[src/rtl/fg_pkg.sv]
package fg_pkg;
  typedef enum logic [1:0] {
    OP_READ   = 2'b00,
    OP_PWRITE = 2'b01,
    OP_PERASE = 2'b10,
    OP_PROT   = 2'b11
  } op_e;

  typedef enum logic [1:0] {
    ST_OK     = 2'b00,
    ST_LOCKED = 2'b01,
    ST_DENIED = 2'b10,
    ST_BADSEL = 2'b11
  } status_e;

  typedef enum logic [1:0] {
    S_IDLE,
    S_EXEC,
    S_WIPE,
    S_RESP
  } state_e;
endpackage

[src/rtl/fg_arbiter.sv]
module fg_arbiter
  import fg_pkg::*;
#(
  parameter int ADDR_W = 18,
  parameter int DATA_W = 32
) (
  input  logic              idle,
  input  logic              cpu_valid,
  input  logic [1:0]        cpu_op,
  input  logic [ADDR_W-1:0] cpu_addr,
  input  logic [DATA_W-1:0] cpu_wdata,
  input  logic              dbg_valid,
  input  logic [1:0]        dbg_op,
  input  logic [ADDR_W-1:0] dbg_addr,
  input  logic [DATA_W-1:0] dbg_wdata,
  output logic              cpu_ready,
  output logic              dbg_ready,
  output logic              sel_valid,
  output logic              sel_dbg,
  output op_e               sel_op,
  output logic [ADDR_W-1:0] sel_addr,
  output logic [DATA_W-1:0] sel_wdata
);
  // processor port has fixed priority over the debug port
  always_comb begin
    cpu_ready = idle;
    dbg_ready = idle && !cpu_valid;
    sel_valid = cpu_valid || dbg_valid;
    sel_dbg   = !cpu_valid;
    if (cpu_valid) begin
      sel_op    = op_e'(cpu_op);
      sel_addr  = cpu_addr;
      sel_wdata = cpu_wdata;
    end else begin
      sel_op    = op_e'(dbg_op);
      sel_addr  = dbg_addr;
      sel_wdata = dbg_wdata;
    end
  end
endmodule

[src/rtl/fg_prot_bits.sv]
module fg_prot_bits #(
  parameter int N_LOCK     = 16,
  parameter int WEAR_LIMIT = 100,
  localparam int NB        = N_LOCK + 1,
  localparam int TGT_W     = $clog2(NB),
  localparam int CNT_W     = $clog2(WEAR_LIMIT + 1)
) (
  input  logic              clk,
  input  logic              rst,
  input  logic              upd_en,
  input  logic [TGT_W-1:0]  upd_idx,
  input  logic              upd_val,
  output logic [N_LOCK-1:0] lock_q,
  output logic              secure_q,
  output logic              wear_flag
);
  logic [NB-1:0] bits_w;
  logic [NB-1:0] at_lim;

  for (genvar i = 0; i < NB; i++) begin : g_bit
    logic             b_q;
    logic [CNT_W-1:0] c_q;
    always_ff @(posedge clk) begin
      if (rst) begin
        b_q <= 1'b0;
        c_q <= '0;
      end else if (upd_en && upd_idx == TGT_W'(i) && b_q != upd_val) begin
        b_q <= upd_val;
        if (c_q != CNT_W'(WEAR_LIMIT)) c_q <= c_q + 1'b1;
      end
    end
    assign bits_w[i] = b_q;
    assign at_lim[i] = (c_q == CNT_W'(WEAR_LIMIT));
  end

  assign lock_q    = bits_w[N_LOCK-1:0];
  assign secure_q  = bits_w[N_LOCK];
  assign wear_flag = |at_lim;
endmodule

[src/rtl/fg_seq.sv]
module fg_seq
  import fg_pkg::*;
#(
  parameter int ADDR_W    = 18,
  parameter int DATA_W    = 32,
  parameter int N_LOCK    = 16,
  parameter int PAGE_BITS = 8,
  parameter int PAGE_LAT  = 4,
  localparam int LOCK_W   = $clog2(N_LOCK),
  localparam int TGT_W    = $clog2(N_LOCK + 1),
  localparam int PAGE_W   = ADDR_W - PAGE_BITS,
  localparam int LAT_W    = (PAGE_LAT < 2) ? 1 : $clog2(PAGE_LAT)
) (
  input  logic              clk,
  input  logic              rst,
  input  logic              sel_valid,
  input  logic              sel_dbg,
  input  op_e               sel_op,
  input  logic [ADDR_W-1:0] sel_addr,
  input  logic [DATA_W-1:0] sel_wdata,
  input  logic [N_LOCK-1:0] lock_q,
  input  logic              secure_q,
  input  logic [DATA_W-1:0] fl_rdata,
  input  logic              cpu_rsp_ready,
  input  logic              dbg_rsp_ready,
  output logic              idle,
  output logic              busy,
  output logic              wipe_active,
  output logic              upd_en,
  output logic [TGT_W-1:0]  upd_idx,
  output logic              upd_val,
  output logic              fl_rd_en,
  output logic              fl_cmd_valid,
  output logic              fl_cmd_erase,
  output logic [ADDR_W-1:0] fl_addr,
  output logic [DATA_W-1:0] fl_wdata,
  output logic              cpu_rsp_valid,
  output logic              dbg_rsp_valid,
  output logic [DATA_W-1:0] rsp_rdata,
  output logic [1:0]        rsp_status
);
  state_e            st_q;
  logic              dbg_q;
  op_e               op_q;
  logic [PAGE_W-1:0] page_q;
  logic [DATA_W-1:0] wdata_q;
  logic [DATA_W-1:0] rdata_q;
  status_e           stat_q;
  logic [TGT_W-1:0]  tgt_q;
  logic              val_q;
  logic [LAT_W-1:0]  cnt_q;

  logic             accept;
  logic             region_locked;
  logic             denied;
  logic [TGT_W-1:0] tgt;
  logic             tgt_ok;
  logic             tgt_cur;
  logic             lat_done;

  assign accept        = (st_q == S_IDLE) && sel_valid;
  assign region_locked = lock_q[sel_addr[ADDR_W-1 -: LOCK_W]];
  assign denied        = sel_dbg && secure_q;
  assign tgt           = sel_addr[TGT_W-1:0];
  assign tgt_ok        = (tgt <= TGT_W'(N_LOCK));
  assign tgt_cur       = (tgt == TGT_W'(N_LOCK)) ? secure_q : lock_q[tgt[LOCK_W-1:0]];
  assign lat_done      = (cnt_q == LAT_W'(PAGE_LAT - 1));

  always_ff @(posedge clk) begin
    if (rst) begin
      st_q    <= S_IDLE;
      dbg_q   <= 1'b0;
      op_q    <= OP_READ;
      page_q  <= '0;
      wdata_q <= '0;
      rdata_q <= '0;
      stat_q  <= ST_OK;
      tgt_q   <= '0;
      val_q   <= 1'b0;
      cnt_q   <= '0;
    end else begin
      unique case (st_q)
        S_IDLE: begin
          if (accept) begin
            dbg_q   <= sel_dbg;
            op_q    <= sel_op;
            page_q  <= sel_addr[ADDR_W-1:PAGE_BITS];
            wdata_q <= sel_wdata;
            tgt_q   <= tgt;
            val_q   <= sel_wdata[0];
            cnt_q   <= '0;
            rdata_q <= '0;
            stat_q  <= ST_OK;
            unique case (sel_op)
              OP_READ: begin
                if (denied) stat_q <= ST_DENIED;
                else        rdata_q <= fl_rdata;
                st_q <= S_RESP;
              end
              OP_PWRITE, OP_PERASE: begin
                if (region_locked) begin
                  stat_q <= ST_LOCKED;
                  st_q   <= S_RESP;
                end else begin
                  st_q <= S_EXEC;
                end
              end
              OP_PROT: begin
                if (!tgt_ok) begin
                  stat_q <= ST_BADSEL;
                  st_q   <= S_RESP;
                end else if (tgt_cur == sel_wdata[0]) begin
                  st_q <= S_RESP;
                end else if (tgt == TGT_W'(N_LOCK) && !sel_wdata[0]) begin
                  page_q <= '0;
                  st_q   <= S_WIPE;
                end else begin
                  st_q <= S_EXEC;
                end
              end
            endcase
          end
        end
        S_EXEC: begin
          if (lat_done) st_q <= S_RESP;
          else          cnt_q <= cnt_q + 1'b1;
        end
        S_WIPE: begin
          if (lat_done) begin
            cnt_q <= '0;
            if (&page_q) st_q <= S_RESP;
            else         page_q <= page_q + 1'b1;
          end else begin
            cnt_q <= cnt_q + 1'b1;
          end
        end
        S_RESP: begin
          if (dbg_q ? dbg_rsp_ready : cpu_rsp_ready) st_q <= S_IDLE;
        end
      endcase
    end
  end

  always_comb begin
    idle          = (st_q == S_IDLE);
    busy          = (st_q == S_EXEC) || (st_q == S_WIPE);
    wipe_active   = (st_q == S_WIPE);
    fl_cmd_valid  = (cnt_q == '0) &&
                    (((st_q == S_EXEC) && (op_q != OP_PROT)) || (st_q == S_WIPE));
    fl_cmd_erase  = (st_q == S_WIPE) || (op_q == OP_PERASE);
    fl_rd_en      = accept && (sel_op == OP_READ) && !denied;
    fl_addr       = idle ? sel_addr : {page_q, {PAGE_BITS{1'b0}}};
    fl_wdata      = wdata_q;
    upd_en        = lat_done &&
                    (((st_q == S_EXEC) && (op_q == OP_PROT)) || ((st_q == S_WIPE) && (&page_q)));
    upd_idx       = tgt_q;
    upd_val       = val_q;
    cpu_rsp_valid = (st_q == S_RESP) && !dbg_q;
    dbg_rsp_valid = (st_q == S_RESP) && dbg_q;
    rsp_rdata     = rdata_q;
    rsp_status    = stat_q;
  end
endmodule

[src/rtl/flash_guard.sv]
module flash_guard
  import fg_pkg::*;
#(
  parameter int ADDR_W     = 18,
  parameter int DATA_W     = 32,
  parameter int N_LOCK     = 16,
  parameter int PAGE_BITS  = 8,
  parameter int PAGE_LAT   = 4,
  parameter int WEAR_LIMIT = 100
) (
  input  logic              clk,
  input  logic              rst,
  input  logic              boot_pin,
  input  logic              cpu_req_valid,
  output logic              cpu_req_ready,
  input  logic [1:0]        cpu_req_op,
  input  logic [ADDR_W-1:0] cpu_req_addr,
  input  logic [DATA_W-1:0] cpu_req_wdata,
  output logic              cpu_rsp_valid,
  input  logic              cpu_rsp_ready,
  input  logic              dbg_req_valid,
  output logic              dbg_req_ready,
  input  logic [1:0]        dbg_req_op,
  input  logic [ADDR_W-1:0] dbg_req_addr,
  input  logic [DATA_W-1:0] dbg_req_wdata,
  output logic              dbg_rsp_valid,
  input  logic              dbg_rsp_ready,
  output logic [DATA_W-1:0] rsp_rdata,
  output logic [1:0]        rsp_status,
  output logic              fl_rd_en,
  output logic              fl_cmd_valid,
  output logic              fl_cmd_erase,
  output logic [ADDR_W-1:0] fl_addr,
  output logic [DATA_W-1:0] fl_wdata,
  input  logic [DATA_W-1:0] fl_rdata,
  output logic [N_LOCK-1:0] lock_bits,
  output logic              secure,
  output logic              wear_flag,
  output logic              busy,
  output logic              boot_map_sel
);
  localparam int TGT_W = $clog2(N_LOCK + 1);

  logic              idle;
  logic              wipe_active;
  logic              sel_valid;
  logic              sel_dbg;
  op_e               sel_op;
  logic [ADDR_W-1:0] sel_addr;
  logic [DATA_W-1:0] sel_wdata;
  logic              upd_en;
  logic [TGT_W-1:0]  upd_idx;
  logic              upd_val;
  logic              boot_q;

  // boot map select is only loaded while reset is held
  always_ff @(posedge clk) begin
    if (rst) boot_q <= boot_pin;
  end
  assign boot_map_sel = boot_q;

  fg_arbiter #(.ADDR_W(ADDR_W), .DATA_W(DATA_W)) u_arb (
    .idle      (idle),
    .cpu_valid (cpu_req_valid),
    .cpu_op    (cpu_req_op),
    .cpu_addr  (cpu_req_addr),
    .cpu_wdata (cpu_req_wdata),
    .dbg_valid (dbg_req_valid),
    .dbg_op    (dbg_req_op),
    .dbg_addr  (dbg_req_addr),
    .dbg_wdata (dbg_req_wdata),
    .cpu_ready (cpu_req_ready),
    .dbg_ready (dbg_req_ready),
    .sel_valid (sel_valid),
    .sel_dbg   (sel_dbg),
    .sel_op    (sel_op),
    .sel_addr  (sel_addr),
    .sel_wdata (sel_wdata)
  );

  fg_prot_bits #(.N_LOCK(N_LOCK), .WEAR_LIMIT(WEAR_LIMIT)) u_bits (
    .clk       (clk),
    .rst       (rst),
    .upd_en    (upd_en),
    .upd_idx   (upd_idx),
    .upd_val   (upd_val),
    .lock_q    (lock_bits),
    .secure_q  (secure),
    .wear_flag (wear_flag)
  );

  fg_seq #(
    .ADDR_W(ADDR_W), .DATA_W(DATA_W), .N_LOCK(N_LOCK),
    .PAGE_BITS(PAGE_BITS), .PAGE_LAT(PAGE_LAT)
  ) u_seq (
    .clk           (clk),
    .rst           (rst),
    .sel_valid     (sel_valid),
    .sel_dbg       (sel_dbg),
    .sel_op        (sel_op),
    .sel_addr      (sel_addr),
    .sel_wdata     (sel_wdata),
    .lock_q        (lock_bits),
    .secure_q      (secure),
    .fl_rdata      (fl_rdata),
    .cpu_rsp_ready (cpu_rsp_ready),
    .dbg_rsp_ready (dbg_rsp_ready),
    .idle          (idle),
    .busy          (busy),
    .wipe_active   (wipe_active),
    .upd_en        (upd_en),
    .upd_idx       (upd_idx),
    .upd_val       (upd_val),
    .fl_rd_en      (fl_rd_en),
    .fl_cmd_valid  (fl_cmd_valid),
    .fl_cmd_erase  (fl_cmd_erase),
    .fl_addr       (fl_addr),
    .fl_wdata      (fl_wdata),
    .cpu_rsp_valid (cpu_rsp_valid),
    .dbg_rsp_valid (dbg_rsp_valid),
    .rsp_rdata     (rsp_rdata),
    .rsp_status    (rsp_status)
  );
endmodule

[config.mk]
export PLATFORM = sky130hd
export DESIGN_NAME = flash_guard
export DESIGN_NICKNAME = d
export VERILOG_FILES = /design/src/rtl/fg_pkg.sv /design/src/rtl/fg_arbiter.sv /design/src/rtl/fg_prot_bits.sv /design/src/rtl/fg_seq.sv /design/src/rtl/flash_guard.sv
export SDC_FILE = /design/constraint.sdc
export NUM_CORES = 1
export LEC_CHECK = 0
export BUFFER_PORTS_ARGS = -buffer_cell sky130_fd_sc_hd__buf_2
export CAP_MARGIN = 40
export CORE_ASPECT_RATIO = 0.9
export CORE_MARGIN = 2
export CORE_UTILIZATION = 40
export CTS_CLUSTER_SIZE = 30
export DETAILED_ROUTE_END_ITERATION = 10
export RECOVER_POWER = 25
export SLEW_MARGIN = 20
export SYNTH_ARGS = -nofsm -noshare
export SYNTH_HDL_FRONTEND = slang
export SYNTH_SLANG_ARGS = --single-unit
export TNS_END_PERCENT = 10
[constraint.sdc]
create_clock -name clk -period 4.7 [get_ports clk]
set_input_delay 0.235 -clock clk [delete_from_list [all_inputs] [get_ports clk]]
set_output_delay 0.235 -clock clk [all_outputs]
set_load 0.02 [all_outputs]
Word level (Yosys, flattened, before mapping)
Index checks and enable logic that the tools add are counted.
{"block": "word_totals", "inputBits": 143, "out_inout_bits": 111, "word_cells": 278, "ff_bits": 226}
{"block": "op_classes", "add_sub_neg": 19, "magnitude_cmp": 3, "n_eq_ne": 86, "reduce_logical": 86, "muxes": 39}
{"op": "$add A7 B1 Y7 const B", "n": 17}
{"op": "$eq A7 B7 Y1 const B", "n": 17}
{"op": "$ne A7 B7 Y1 const B", "n": 17}
{"op": "$mux W32", "n": 3}
{"op": "$mux W10", "n": 7}
{"op": "$logic_and A1 B1 Y1", "n": 47}
{"op": "$eq A5 B4 Y1 const B", "n": 8}
{"op": "$mux W18", "n": 2}
{"op": "$reduce_and A2 Y1", "n": 18}
{"op": "$mux W2", "n": 15}
{"op": "$eq A5 B3 Y1 const B", "n": 4}
{"op": "$pmux W10 S2", "n": 1}
{"op": "$pmux W2 S3", "n": 3}
{"op": "$ne A1 B1 Y1", "n": 17}
{"op": "$reduce_or A17 Y1", "n": 1}
{"op": "$eq A2 B2 Y1 const B", "n": 7}
{"op": "$add A10 B1 Y10 const B", "n": 1}
{"op": "$eq A5 B2 Y1 const B", "n": 2}
{"op": "$eq A5 B5 Y1 const B", "n": 2}
{"op": "$lt A4 B5 Y1 const B", "n": 2}
{"op": "$ne A2 B2 Y1 const B", "n": 5}
{"op": "$reduce_and A10 Y1", "n": 1}
{"op": "$bmux W1 S4", "n": 2}
{"op": "$pmux W2 S4", "n": 1}
{"op": "other kinds (17)", "n": 33}

Longest topological paths before layout
Gate-level depths: netlist (run 1).
{"block": "depth", "ltp_word": 10, "ltp_mapped": 14, "mapped_depth_nobuf": 8}

Hierarchy
A second synthesis (run 1) with hierarchy kept.
{"block": "unflattened", "hier_cells": 1368, "hier_area_um2": 11895.2}
{"mod": "fg_prot_bits", "seq_area_each_um2": 2722.6, "instances": 1, "area_each_um2": 6846.6, "cells_each": 810}
{"mod": "fg_seq", "seq_area_each_um2": 1761.7, "instances": 1, "area_each_um2": 4126.5, "cells_each": 495}
{"mod": "fg_arbiter", "seq_area_each_um2": 0.0, "instances": 1, "area_each_um2": 892.1, "cells_each": 62}
{"mod": "flash_guard", "seq_area_each_um2": 30.0, "instances": 1, "area_each_um2": 30.0, "cells_each": 1}

Least setup slack after synthesis (run 1)
OpenSTA, ideal clock, no wires.
{"block": "synth_path", "path_type": "input port to flip-flop", "startpoint": "in cpu_req_valid", "endpoint": "reg u_seq.page_q[4]", "setup_ns": 0.086, "path_buffers": 6, "cell_stages": 14, "t_required_ns": 4.614, "arrival_ns": 3.044, "path_slack_ns": 1.571, "cell_sequence": "clkbuf_1 -> buf_2 -> buf_2 -> buf_2 -> buf_2 -> mux2i_1 -> inv_1 -> ha_1 -> and3_1 -> o211a_1 -> clkbuf_1 -> or2_2 -> a2bb2oi_1 -> a211oi_1"}
{"block": "synth_between", "elab_cells_between_ends": 22, "classes_between": "order compare: 1; eq/ne: 4; mux: 12; reduce/logical: 5"}
{"item": "from (decl)", "line": "flash_guard.sv:14", "text": "input logic cpu_req_valid,"}
{"item": "$mux W2", "line": "fg_arbiter.sv:30", "text": "if (cpu_valid) begin"}
{"item": "net sel_op[0]", "line": "flash_guard.sv:48", "text": "op_e sel_op;"}
{"item": "$eq A2 B2 Y1", "line": "fg_seq.sv:94", "text": "unique case (sel_op)"}
{"item": "$mux W10", "line": "fg_seq.sv:94"}
{"item": "$mux W10", "line": "fg_seq.sv:84", "text": "if (accept) begin"}
{"item": "$pmux W10 S2", "line": "fg_seq.sv:82", "text": "unique case (st_q)"}
{"item": "to (signal assigned)", "line": "fg_seq.sv:87", "text": "page_q <= sel_addr[ADDR_W-1:PAGE_BITS];"}
{"item": "to (signal assigned)", "line": "fg_seq.sv:132", "text": "else page_q <= page_q + 1'b1;"}
{"item": "to (decl)", "line": "fg_seq.sv:45", "text": "logic [PAGE_W-1:0] page_q;"}
The timed path passes the listed nets, and every way through them passes these cells. The select of a mux whose other input is x is not followed.
A chain may end at the register's enable or synchronous reset.

Final worst setup path (run 1)
{"block": "layout_path", "startpoint": "reg u_seq.page_q[0]", "endpoint": "reg u_bits.g_bit[6].c_q[6]"}
{"block": "layout_between", "elab_chain_len": 7}
{"item": "$reduce_and A10 Y1", "line": "fg_seq.sv:155", "text": "(((st_q == S_EXEC) && (op_q == OP_PROT)) || ((st_q == S_WIPE) && (&page_q)));"}
{"item": "$logic_and A1 B1 Y1", "line": "fg_seq.sv:155"}
{"item": "$logic_or A1 B1 Y1", "line": "fg_seq.sv:155"}
{"item": "$logic_and A1 B1 Y1", "line": "fg_seq.sv:154", "text": "upd_en = lat_done &&"}
{"item": "$logic_and A1 B1 Y1 (2 in a row)", "line": "fg_prot_bits.sv:27", "text": "end else if (upd_en && upd_idx == TGT_W'(i) && b_q != upd_val) begin"}
{"item": "$reduce_and A2 Y1 (no source line)"}
{"item": "to (signal assigned)", "line": "fg_prot_bits.sv:29", "text": "if (c_q != CNT_W'(WEAR_LIMIT)) c_q <= c_q + 1'b1;"}
{"item": "to (decl)", "line": "fg_prot_bits.sv:22", "text": "logic [CNT_W-1:0] c_q;"}
Every way passes these cells.

==> qor.yml, run 1 <==
outcome:
  status: "finished, violations left"
  failed_checks: "max-capacitance violations, max-slew violations"
logic_synthesis:
  synthCells: 1435
  synth_cell_types: 72
  synth_area_mm2: 0.0121
  avgSynthCellArea_um2: 8.43
  ys_async_sr_fraction: 0
  syn_nets: 1622
  synth_edf_count: 1
  synth_seq_area_share: 0.373
  synth_warnings: 0
  synthFlopType: "dfxtp_1"
  ys_seq_elements: 225
floorplanning:
  die_y_um: 169
  ios: 254
  initial_core_util: 0.406
  placementRows: 60
  core_mm2: 0.0298
  dieArea_mm2: 0.0316
  die_w_um: 187
clock_tree:
  clkSinkCount: 225
  clock_latency_ns: 0.51
  clkTransAtPathRegs_ns: 0.06
  clock-root-buffer: "clkbuf_16"
  clock_path_buffers: 3
  cts_tree: "yes"
  h-tree-depth: 1
  cts_buffers: 25
worst_setup_path:
  crit_path_top_delay_cell: "a41o_2"
  cp-start-kind: "flop"
  cp.required_ns: 5.09
  crit_chain: "ha_1 -> nand3_4 -> nor3_4 -> a41o_2 -> nand4_1 -> or4_1 -> a21oi_1"
  critPathBufInv: 0
  crit_type: "reg2reg"
  cpPeakStageDelay_ns: 0.69
  worstPathArrival_ns: 3.72
  worstSetupEndpointType: "flop"
  cp_top_family: "simple AND/OR/NAND/NOR gates"
  critPathMaxFanout: 26
timing:
  skew_ns: 0.0151
  tns_ns: 0
  setup_viol: 0
  worst_pin_slew_ns: 2.06
  hold_viol: 0
  fin_crit_ns: 3.32
  fin_crit_sh: 0.707
  fmax_mhz: 301
  drv_slew: 98
  worst_hold_slack_ns: 0.0631
  slew_headroom: -0.372
  rsz0062_at_grt: "no"
routing:
  routedWlPerCell_um: 16.5
  via_per_inst: 5.49
  remaining_drc_errors: 0
  drt_first_iter_violations: 795
  wirelength_um: 34400
  ant_nets: 0
  vias: 11500
  drt-pass1-iter-count: 5
cells_and_area:
  final_nets: 1855
  fillerInstances: 2924
  fin_area_mm2: 0.0146
  drive_gt1_frac: 0.161
  synthToLayoutAreaGrowth_pct: 21.0
global_route:
  grt_max_degree: 98
  grt_pass1_vias: 10600
  grt_pass1_wl_um: 54700
  antenna_found_initial: 1
  grt.total_usage: 0.209
  gr-total-overflow: 0
place:
  dpl-instance-area_mm2: 0.0136
  gp_congestion: 0.882
  hpwlAfterDp_um: 24000
  port_buffers: 253
pwr:
  power_mw: 5.97
  p_per_area_mw_per_mm2: 408
  vdd_ir_drop_max_mv: 0.217
  p_leak_nw: 5.69
min_path:
  holdCritPathClass: "in2reg"
flow_run:
  drv_cap: 1
## area by class of cell
cell class,count,area [um2],area share
Antenna cell,1,2.50,0.000171
Timing Repair Buffer,311,1720,0.117
Sequential cell,225,4520,0.308
Inverter,74,278,0.0190
Clock inverter,6,55.1,0.00376
Tap cell,403,504,0.0344
Clock buffer,38,744,0.0508
Multi-Input combinational cell,1031,6830,0.466
## placed cells by master, fill, tap and decap left out, types with 30 or more instances in the layout
| master | synthesis | layout |
|---|---|---|
| or3_1 | 48 | 48 |
| inv_1 | 73 | 73 |
| buf_2 | 18 | 171 |
| dlygate4sd3_1 | 0 | 34 |
| a22oi_1 | 33 | 33 |
| nand3_1 | 44 | 44 |
| a211oi_1 | 47 | 47 |
| ha_1 | 44 | 43 |
| dfxtp_1 | 224 | 223 |
| clkbuf_1 | 61 | 88 |
| a21oi_1 | 91 | 91 |
| nand2_1 | 68 | 68 |
| o21ai_0 | 64 | 64 |
| nand4_1 | 61 | 61 |
| mux2i_1 | 87 | 87 |
| nor2_1 | 173 | 172 |
| nor3_1 | 30 | 30 |
| xor2_1 | 30 | 30 |
## synthesized netlist by cell type (4+ instances only)
cell type / n / share of area
dfxtp_1: 224 / 0.37
nor2_1: 173 / 0.054
a21oi_1: 91 / 0.038
mux2i_1: 87 / 0.072
inv_1: 73 / 0.023
nand2_1: 68 / 0.021
o21ai_0: 64 / 0.026
clkbuf_1: 61 / 0.019
nand4_1: 61 / 0.032
or3_1: 48 / 0.025
a211oi_1: 47 / 0.029
ha_1: 44 / 0.046
nand3_1: 44 / 0.018
a22oi_1: 33 / 0.020
nor3_1: 30 / 0.012
xor2_1: 30 / 0.022
xnor2_1: 25 / 0.018
o31ai_1: 22 / 0.014
or4_1: 20 / 0.012
buf_4: 19 / 0.012
buf_2: 18 / 0.0074
nor2b_1: 17 / 0.0088
nor4_1: 14 / 0.0072
and2_1: 11 / 0.0057
mux2_2: 7 / 0.0065
and3_1: 6 / 0.0031
nor3b_1: 6 / 0.0037
nor4bb_1: 6 / 0.0050
a31oi_1: 5 / 0.0026
buf_1: 5 / 0.0016
nand4_2: 5 / 0.0052
o211ai_1: 5 / 0.0031
mux4_2: 4 / 0.0074
nand4bb_1: 4 / 0.0037
or2_2: 4 / 0.0021
## power breakdown
part           switching [mW]  internal (mW)
logic                    1.17          0.590
registers               0.209           2.11
clock network           0.762           1.14
## state kept, by name, summed over array words and instances (netlist names), 2 cells and up
signal	flops
u_bits.g_bit.b_q	16
u_bits.g_bit.c_q	119
u_seq.cnt_q	2
u_seq.fl_wdata	32
u_seq.op_q	2
u_seq.page_q	10
u_seq.rsp_rdata	32
u_seq.rsp_status	2
u_seq.st_q	2
u_seq.upd_idx	5
## repair_timing
action                                 in CTS  in global routing
hold buffers                               34                  0
endpoints found under the hold margin      37                  0
setup buffers                               0                  0
setup endpoints to repair                   0                  0
gates resized for setup                     0                  0
## worst reg2reg max path: stages, from the launching register on
cell     delay [ns]
dfxtp_1        0.41
ha_1           0.28
nand3_4        0.14
nor3_4         0.32
a41o_2         0.69
nand4_1        0.56
or4_1          0.65
a21oi_1        0.15
## stage by stage
stage,util,cells,setup slack (ns)
2_1_floorplan,-,1435,1.57
3_3_place_gp,0.454,2002,1.42
3_5_place_dp,0.457,2009,1.35
4_1_cts,0.495,2087,1.31
5_1_grt,0.491,2088,1.17
6_report,0.491,2089,1.38
## logic make-up (layout without fill, tap and decap cells)
kind of cell	count (synthesis)	after routing	share of synthesized area
mux	99	99	0.0871
other cells	0	1	0
buf+inv	179	429	0.0640
compound gates	295	295	0.154
flops	225	225	0.373
fa+ha+maj	44	44	0.0455
xor+xnor	55	55	0.0398
simple gates	538	538	0.236
## worst paths after layout
kind,depth (start not counted),startpoint,end,slack (ns)
worst max-delay path,7,u_seq.page_q[0]$_SDFFE_PP0P_,u_bits.g_bit[6].c_q[6]$_SDFFE_PP0P_,1.38
worst min-delay path,3,dbg_req_wdata[12],u_seq.fl_wdata[12]$_SDFFE_PP0P_,0.06
worst max register to register,7,u_seq.page_q[0]$_SDFFE_PP0P_,u_bits.g_bit[6].c_q[6]$_SDFFE_PP0P_,1.38
worst min register to register,2,u_bits.g_bit[15].c_q[6]$_SDFFE_PP0P_,u_bits.g_bit[15].c_q[6]$_SDFFE_PP0P_,0.48
## layer usage
layer | up-vias | track usage | wire [um]
met1 | 5417 | 0.274 | 15400
li1 | 5629 | - | -
met2 | 386 | 0.349 | 15800
met5 | - | 0 | 0
met4 | 0 | 0.0559 | 682
met3 | 41 | 0.0437 | 2500
Note: power is estimated with default switching activity, not from simulation.
==> run 2, diff against run 1 <==
- clock period: 4.7 -> 3.19 ns (I/O delays scaled with it)
==> qor.yml, run 2 (synthesized netlist as in run 1, its figures left out) <==
worst_setup_path:
  critPathBufInv: 1
  cp-start-kind: "flop"
  r2r_setup_slack_ns: 0.42
  cp.required_ns: 3.60
  crit_type: "reg2reg"
  rr_startpoint: "u_seq.page_q[0]$_SDFFE_PP0P_"
  cpPeakStageDelay_ns: 0.52
  reg2reg_to: "u_bits.g_bit[15].c_q[6]$_SDFFE_PP0P_"
  worstSetupEndpointType: "flop"
  critPathLaunch: "u_seq.page_q[0]$_SDFFE_PP0P_"
  crit_path_top_delay_cell: "or4_1"
  reg2reg_depth: 8
  worstPathArrival_ns: 3.18
  critPathMaxFanout: 20
  crit_chain: "ha_1 -> nand3_4 -> nor3_4 -> a41o_2 -> buf_4 -> nand4_4 -> or4_1 -> a21oi_1"
  cp_top_family: "simple AND/OR/NAND/NOR gates"
timing:
  rsz0062_at_grt: "no"
  fin_crit_sh: 0.869
  fmax_mhz: 361
  drv_slew: 102
  hold_viol: 0
  tns_ns: 0
  slew_headroom: -0.439
  skew_ns: 0.0137
  fin_crit_ns: 2.77
  setup_viol: 0
  worst_hold_slack_ns: 0.00865
  worst_pin_slew_ns: 2.16
cells_and_area:
  top_register: "u_bits.g_bit.c_q"
  synthToLayoutAreaGrowth_pct: 23.6
  layout_commonest_cell: "dfxtp_1"
  final_core_util: 0.502
  final_nets: 1890
  largest_reg_flops: 119
  layout_common_cells: "223 x dfxtp_1, 172 x nor2_1, 169 x buf_2"
  drive_gt1_frac: 0.160
outcome:
  status: "finished, violations left"
  failed_checks: "max-capacitance violations, max-slew violations"
min_path:
  holdCritPathClass: "in2reg"
  min_from: "cpu_req_wdata[16]"
  min_delay_path_depth: 3
  holdPathEnd: "u_seq.fl_wdata[16]$_SDFFE_PP0P_"
floorplanning:
  die_y_um: 169
  initial_core_util: 0.406
  core_mm2: 0.0298
  die_w_um: 187
  placementRows: 60
  dieArea_mm2: 0.0316
  ios: 254
routing:
  wirelength_um: 34800
  remaining_drc_errors: 0
  routedWlPerCell_um: 16.4
  ant_nets: 0
  vias: 11500
  drt_first_iter_violations: 670
  drt-pass1-iter-count: 5
  via_per_inst: 5.41
pwr:
  p_per_area_mw_per_mm2: 583
  clkPwrFrac: 0.305
  power_frac_comb: 0.308
  p_leak_nw: 5.82
  vdd_ir_drop_max_mv: 0.340
  power.switching_mw: 3.14
  p_sw_frac: 0.361
  power.internal_mw: 5.57
  power.share.sequential: 0.387
  power_mw: 8.71
global_route:
  grt_pass1_wl_um: 55400
  gr-total-overflow: 0
  grt_pass1_vias: 10600
  grt.total_usage: 0.210
  antenna_found_initial: 3
  grt_max_degree: 102
clock_tree:
  clkSinkCount: 225
  clock_path_buffers: 3
  cts_tree: "yes"
  cts_buffers: 25
  clock_latency_ns: 0.52
  h-tree-depth: 1
  clock-root-buffer: "clkbuf_16"
  clkTransAtPathRegs_ns: 0.06
  cts_resized: 0
place:
  gp_congestion: 0.879
  hpwlAfterDp_um: 24300
  port_buffers: 253
flow_run:
  drv_cap: 1
-- run 2: cell types whose count changed in the layout (fill, tap and decap cells not counted), moves of 2 or more --
cell           change
buf_4              +8
dlygate4sd3_1     +28
buf_2              -2
diode_2            +2
clkbuf_1           -2
buf_12             +4
-- run 2: worst register-to-register path, delay by kind of cell (launching register included) --
family	cells	cell delay [ns]
AOI/OAI and AO/OA	2	0.44
DFF	1	0.44
and+or+nand+nor	4	1.21
buffers and inverters	1	0.30
adders and majority gates	1	0.27
-- run 2: cell type report --
cell class | instances | area (um2)
fillers | 2887 | 14900
multi-input cells | 1031 | 6830
flip-flops and latches | 225 | 4520
repair buffers | 346 | 2070
clock buffers | 35 | 723
well taps | 403 | 504
inverters | 74 | 278
clock inverters | 4 | 20.0
diodes | 3 | 7.51
-- run 2: worst max path at each step --
stage          cells after the start                                   end  slack [ns]
3_3_place_gp                       7  u_bits.g_bit[16].c_q[5]$_SDFFE_PP0P_        0.56
5_1_grt                            8  u_bits.g_bit[15].c_q[6]$_SDFFE_PP0P_        0.26
3_5_place_dp                       7  u_bits.g_bit[16].c_q[5]$_SDFFE_PP0P_        0.50
6_report                           8  u_bits.g_bit[15].c_q[6]$_SDFFE_PP0P_        0.42
2_1_floorplan                     14          u_seq.page_q[4]$_SDFFE_PP0P_        0.14
4_1_cts                            7  u_bits.g_bit[16].c_q[5]$_SDFFE_PP0P_        0.47
-- run 2: repair_timing --
action / in CTS / in global routing
setup buffers: 0 / 0
endpoints found under the hold margin: 50 / 0
hold buffers: 62 / 0
-- run 2: layer usage --
metal,track usage,vias to the layer above,wire [um]
li1,-,5691,-
met1,0.283,5364,15600
met2,0.352,378,16000
met3,0.0348,49,2390
met4,0.0538,0,756
met5,0,-,0
-- run 2: per-stage QoR --
step / cells / setup slack (ns) / cell area [um2]
2_1_floorplan: 1435 / 0.136 / 12100
3_3_place_gp: 2017 / 0.558 / 13700
3_5_place_dp: 2017 / 0.503 / 13700
4_1_cts: 2118 / 0.473 / 15100
5_1_grt: 2121 / 0.259 / 14900
6_report: 2121 / 0.418 / 14900
-- run 2: power groups by stage --
stage                     Clock [mW]  Sequential (mW)  Combinational (mW)
after floorplan                    0             3.54                1.57
after global placement             0             3.41                2.64
after detailed placement           0             3.42                2.65
after CTS                       2.75             3.36                2.72
after global routing            2.84             3.41                2.91
final                           2.66             3.37                2.68
==> run 3, diff against run 2 <==
- BUFFER_PORTS_ARGS: -buffer_cell sky130_fd_sc_hd__buf_2 -> not set
- DONT_BUFFER_PORTS: not set -> 1
- clock period: 3.19 -> 3.1 ns (I/O delays scaled with it)
==> qor.yml, run 3 (synthesized netlist as in run 1, its figures left out) <==
worst_setup_path:
  crit_chain: "ha_1 -> nand3_4 -> nor3_4 -> a41oi_4 -> or4b_2 -> xor2_1 -> nor2_1 -> dlygate4sd3_1"
  rr_startpoint: "u_seq.page_q[0]$_SDFFE_PP0P_"
  worstSetupEndpointType: "flop"
  worstPathArrival_ns: 3.36
  crit_end: "u_bits.g_bit[11].c_q[6]$_SDFFE_PP0P_"
  critPathLaunch: "u_seq.page_q[0]$_SDFFE_PP0P_"
  r2r_setup_slack_ns: 0.16
  cp_top_family: "simple AND/OR/NAND/NOR gates"
  cp.required_ns: 3.52
  cp-start-kind: "flop"
  critical_path_cell_count: 8
  crit_path_top_delay_cell: "or4b_2"
  critPathBufInv: 1
  reg2reg_depth: 8
  cpPeakStageDelay_ns: 0.69
  reg2reg_to: "u_bits.g_bit[11].c_q[6]$_SDFFE_PP0P_"
  crit_type: "reg2reg"
  critPathMaxFanout: 6
min_path:
  holdCritPathClass: "in2reg"
routing:
  remaining_drc_errors: 0
  ant_nets: 0
  via_per_inst: 5.68
  drt-pass1-iter-count: 5
  vias: 11000
  drt_first_iter_violations: 739
  wirelength_um: 34700
  routedWlPerCell_um: 17.9
cells_and_area:
  final_nets: 1703
  synthToLayoutAreaGrowth_pct: 20.0
  fin_cells: 1940
  layout_commonest_cell: "dfxtp_1"
  multi_input_area_mm2: 0.00685
  final_core_util: 0.487
  layout_common_cells: "223 x dfxtp_1, 172 x nor2_1, 116 x dlygate4sd3_1"
  top_register: "u_bits.g_bit.c_q"
  drive_gt1_frac: 0.0808
  largest_reg_flops: 119
  fillerInstances: 2815
  regArea_mm2: 0.00452
floorplanning:
  die_w_um: 187
  ios: 254
  dieArea_mm2: 0.0316
  placementRows: 60
  die_y_um: 169
  initial_core_util: 0.406
  core_mm2: 0.0298
place:
  hpwlAfterDp_um: 22500
  gp_congestion: 0.855
  dp.cells: 1770
  port_buffers: 0
global_route:
  grt.total_usage: 0.210
  grt_max_degree: 170
  antenna_found_initial: 2
  grt_pass1_vias: 10200
  grt_pass1_wl_um: 54700
  gr-total-overflow: 0
clock_tree:
  clkSinkCount: 225
  clock_path_buffers: 3
  clock-root-buffer: "clkbuf_16"
  h-tree-depth: 1
  cts_tree: "yes"
  cts_buffers: 26
  clock_latency_ns: 0.53
  clkTransAtPathRegs_ns: 0.06
timing:
  rsz0062_at_grt: "no"
  hold_viol: 0
  worst_pin_slew_ns: 2.04
  tns_ns: 0
  fin_crit_ns: 2.94
  slew_headroom: -0.358
  fin_crit_sh: 0.947
  fmax_mhz: 341
  drv_slew: 170
  setup_viol: 0
  skew_ns: 0.00881
pwr:
  p_leak_nw: 5.47
  vdd_ir_drop_max_mv: 0.435
  power_mw: 9.07
  p_per_area_mw_per_mm2: 625
outcome:
  status: "finished, violations left"
  failed_checks: "max-capacitance violations, max-slew violations"
flow_run:
  drv_cap: 1
## run 3: area by class of cell
class | instances | area share
multi-input cells | 1031 | 0.472
clock buffers | 36 | 0.0523
diodes | 2 | 0.000345
clock inverters | 11 | 0.00431
inverters | 74 | 0.0191
well taps | 403 | 0.0347
repair buffers | 158 | 0.106
flip-flops and latches | 225 | 0.311
## run 3: timing repair
action                     CTS  global route
resized for setup            0             2
hold endpoints to repair   225             0
setup buffers                0             3
setup endpoints to repair    0            13
hold buffers               118             0
## run 3: worst min path at each step
stage                    start                           end  slack, ns  cells past startpoint
2_1_floorplan         boot_pin        boot_map_sel$_DFFE_PP_       0.25                      0
3_3_place_gp               rst  u_seq.page_q[3]$_SDFFE_PP0P_       0.25                      1
3_5_place_dp               rst  u_seq.page_q[3]$_SDFFE_PP0P_       0.25                      1
4_1_cts        dbg_req_addr[8]  u_seq.page_q[0]$_SDFFE_PP0P_       0.02                      3
5_1_grt        dbg_req_addr[8]  u_seq.page_q[0]$_SDFFE_PP0P_       0.08                      3
6_report       dbg_req_addr[8]  u_seq.page_q[0]$_SDFFE_PP0P_       0.04                      3
## run 3: routing by layer
layer	track usage	vias to the layer above	wire length, um
li1	-	5344	-
met1	0.271	5167	14900
met2	0.339	417	15500
met3	0.0493	82	2850
met4	0.0856	0	1360
met5	0	-	0
## run 3: tightest hold or removal path: cells and delay by family
family	cells	cell delay, ns
AOI/OAI and AO/OA	2	0.32
muxes	1	0.07
## run 3: metrics by stage
stage | instance area (um2) | setup slack, ns | hold slack (ns)
after floorplan | 12100 | 0.0508 | 0.254
after global placement | 12500 | 0.252 | 0.254
after detailed placement | 12500 | 0.178 | 0.253
after CTS | 14500 | 0.0797 | 0.0238
after global routing | 14500 | 0.0191 | 0.0796
final | 14500 | 0.163 | 0.0431
## run 3: power breakdown
group	switching, mW	internal [mW]	leakage (nW)
sequential	0.583	3.19	1.83
combinational	1.45	0.900	3.24
clock	1.24	1.70	0.405
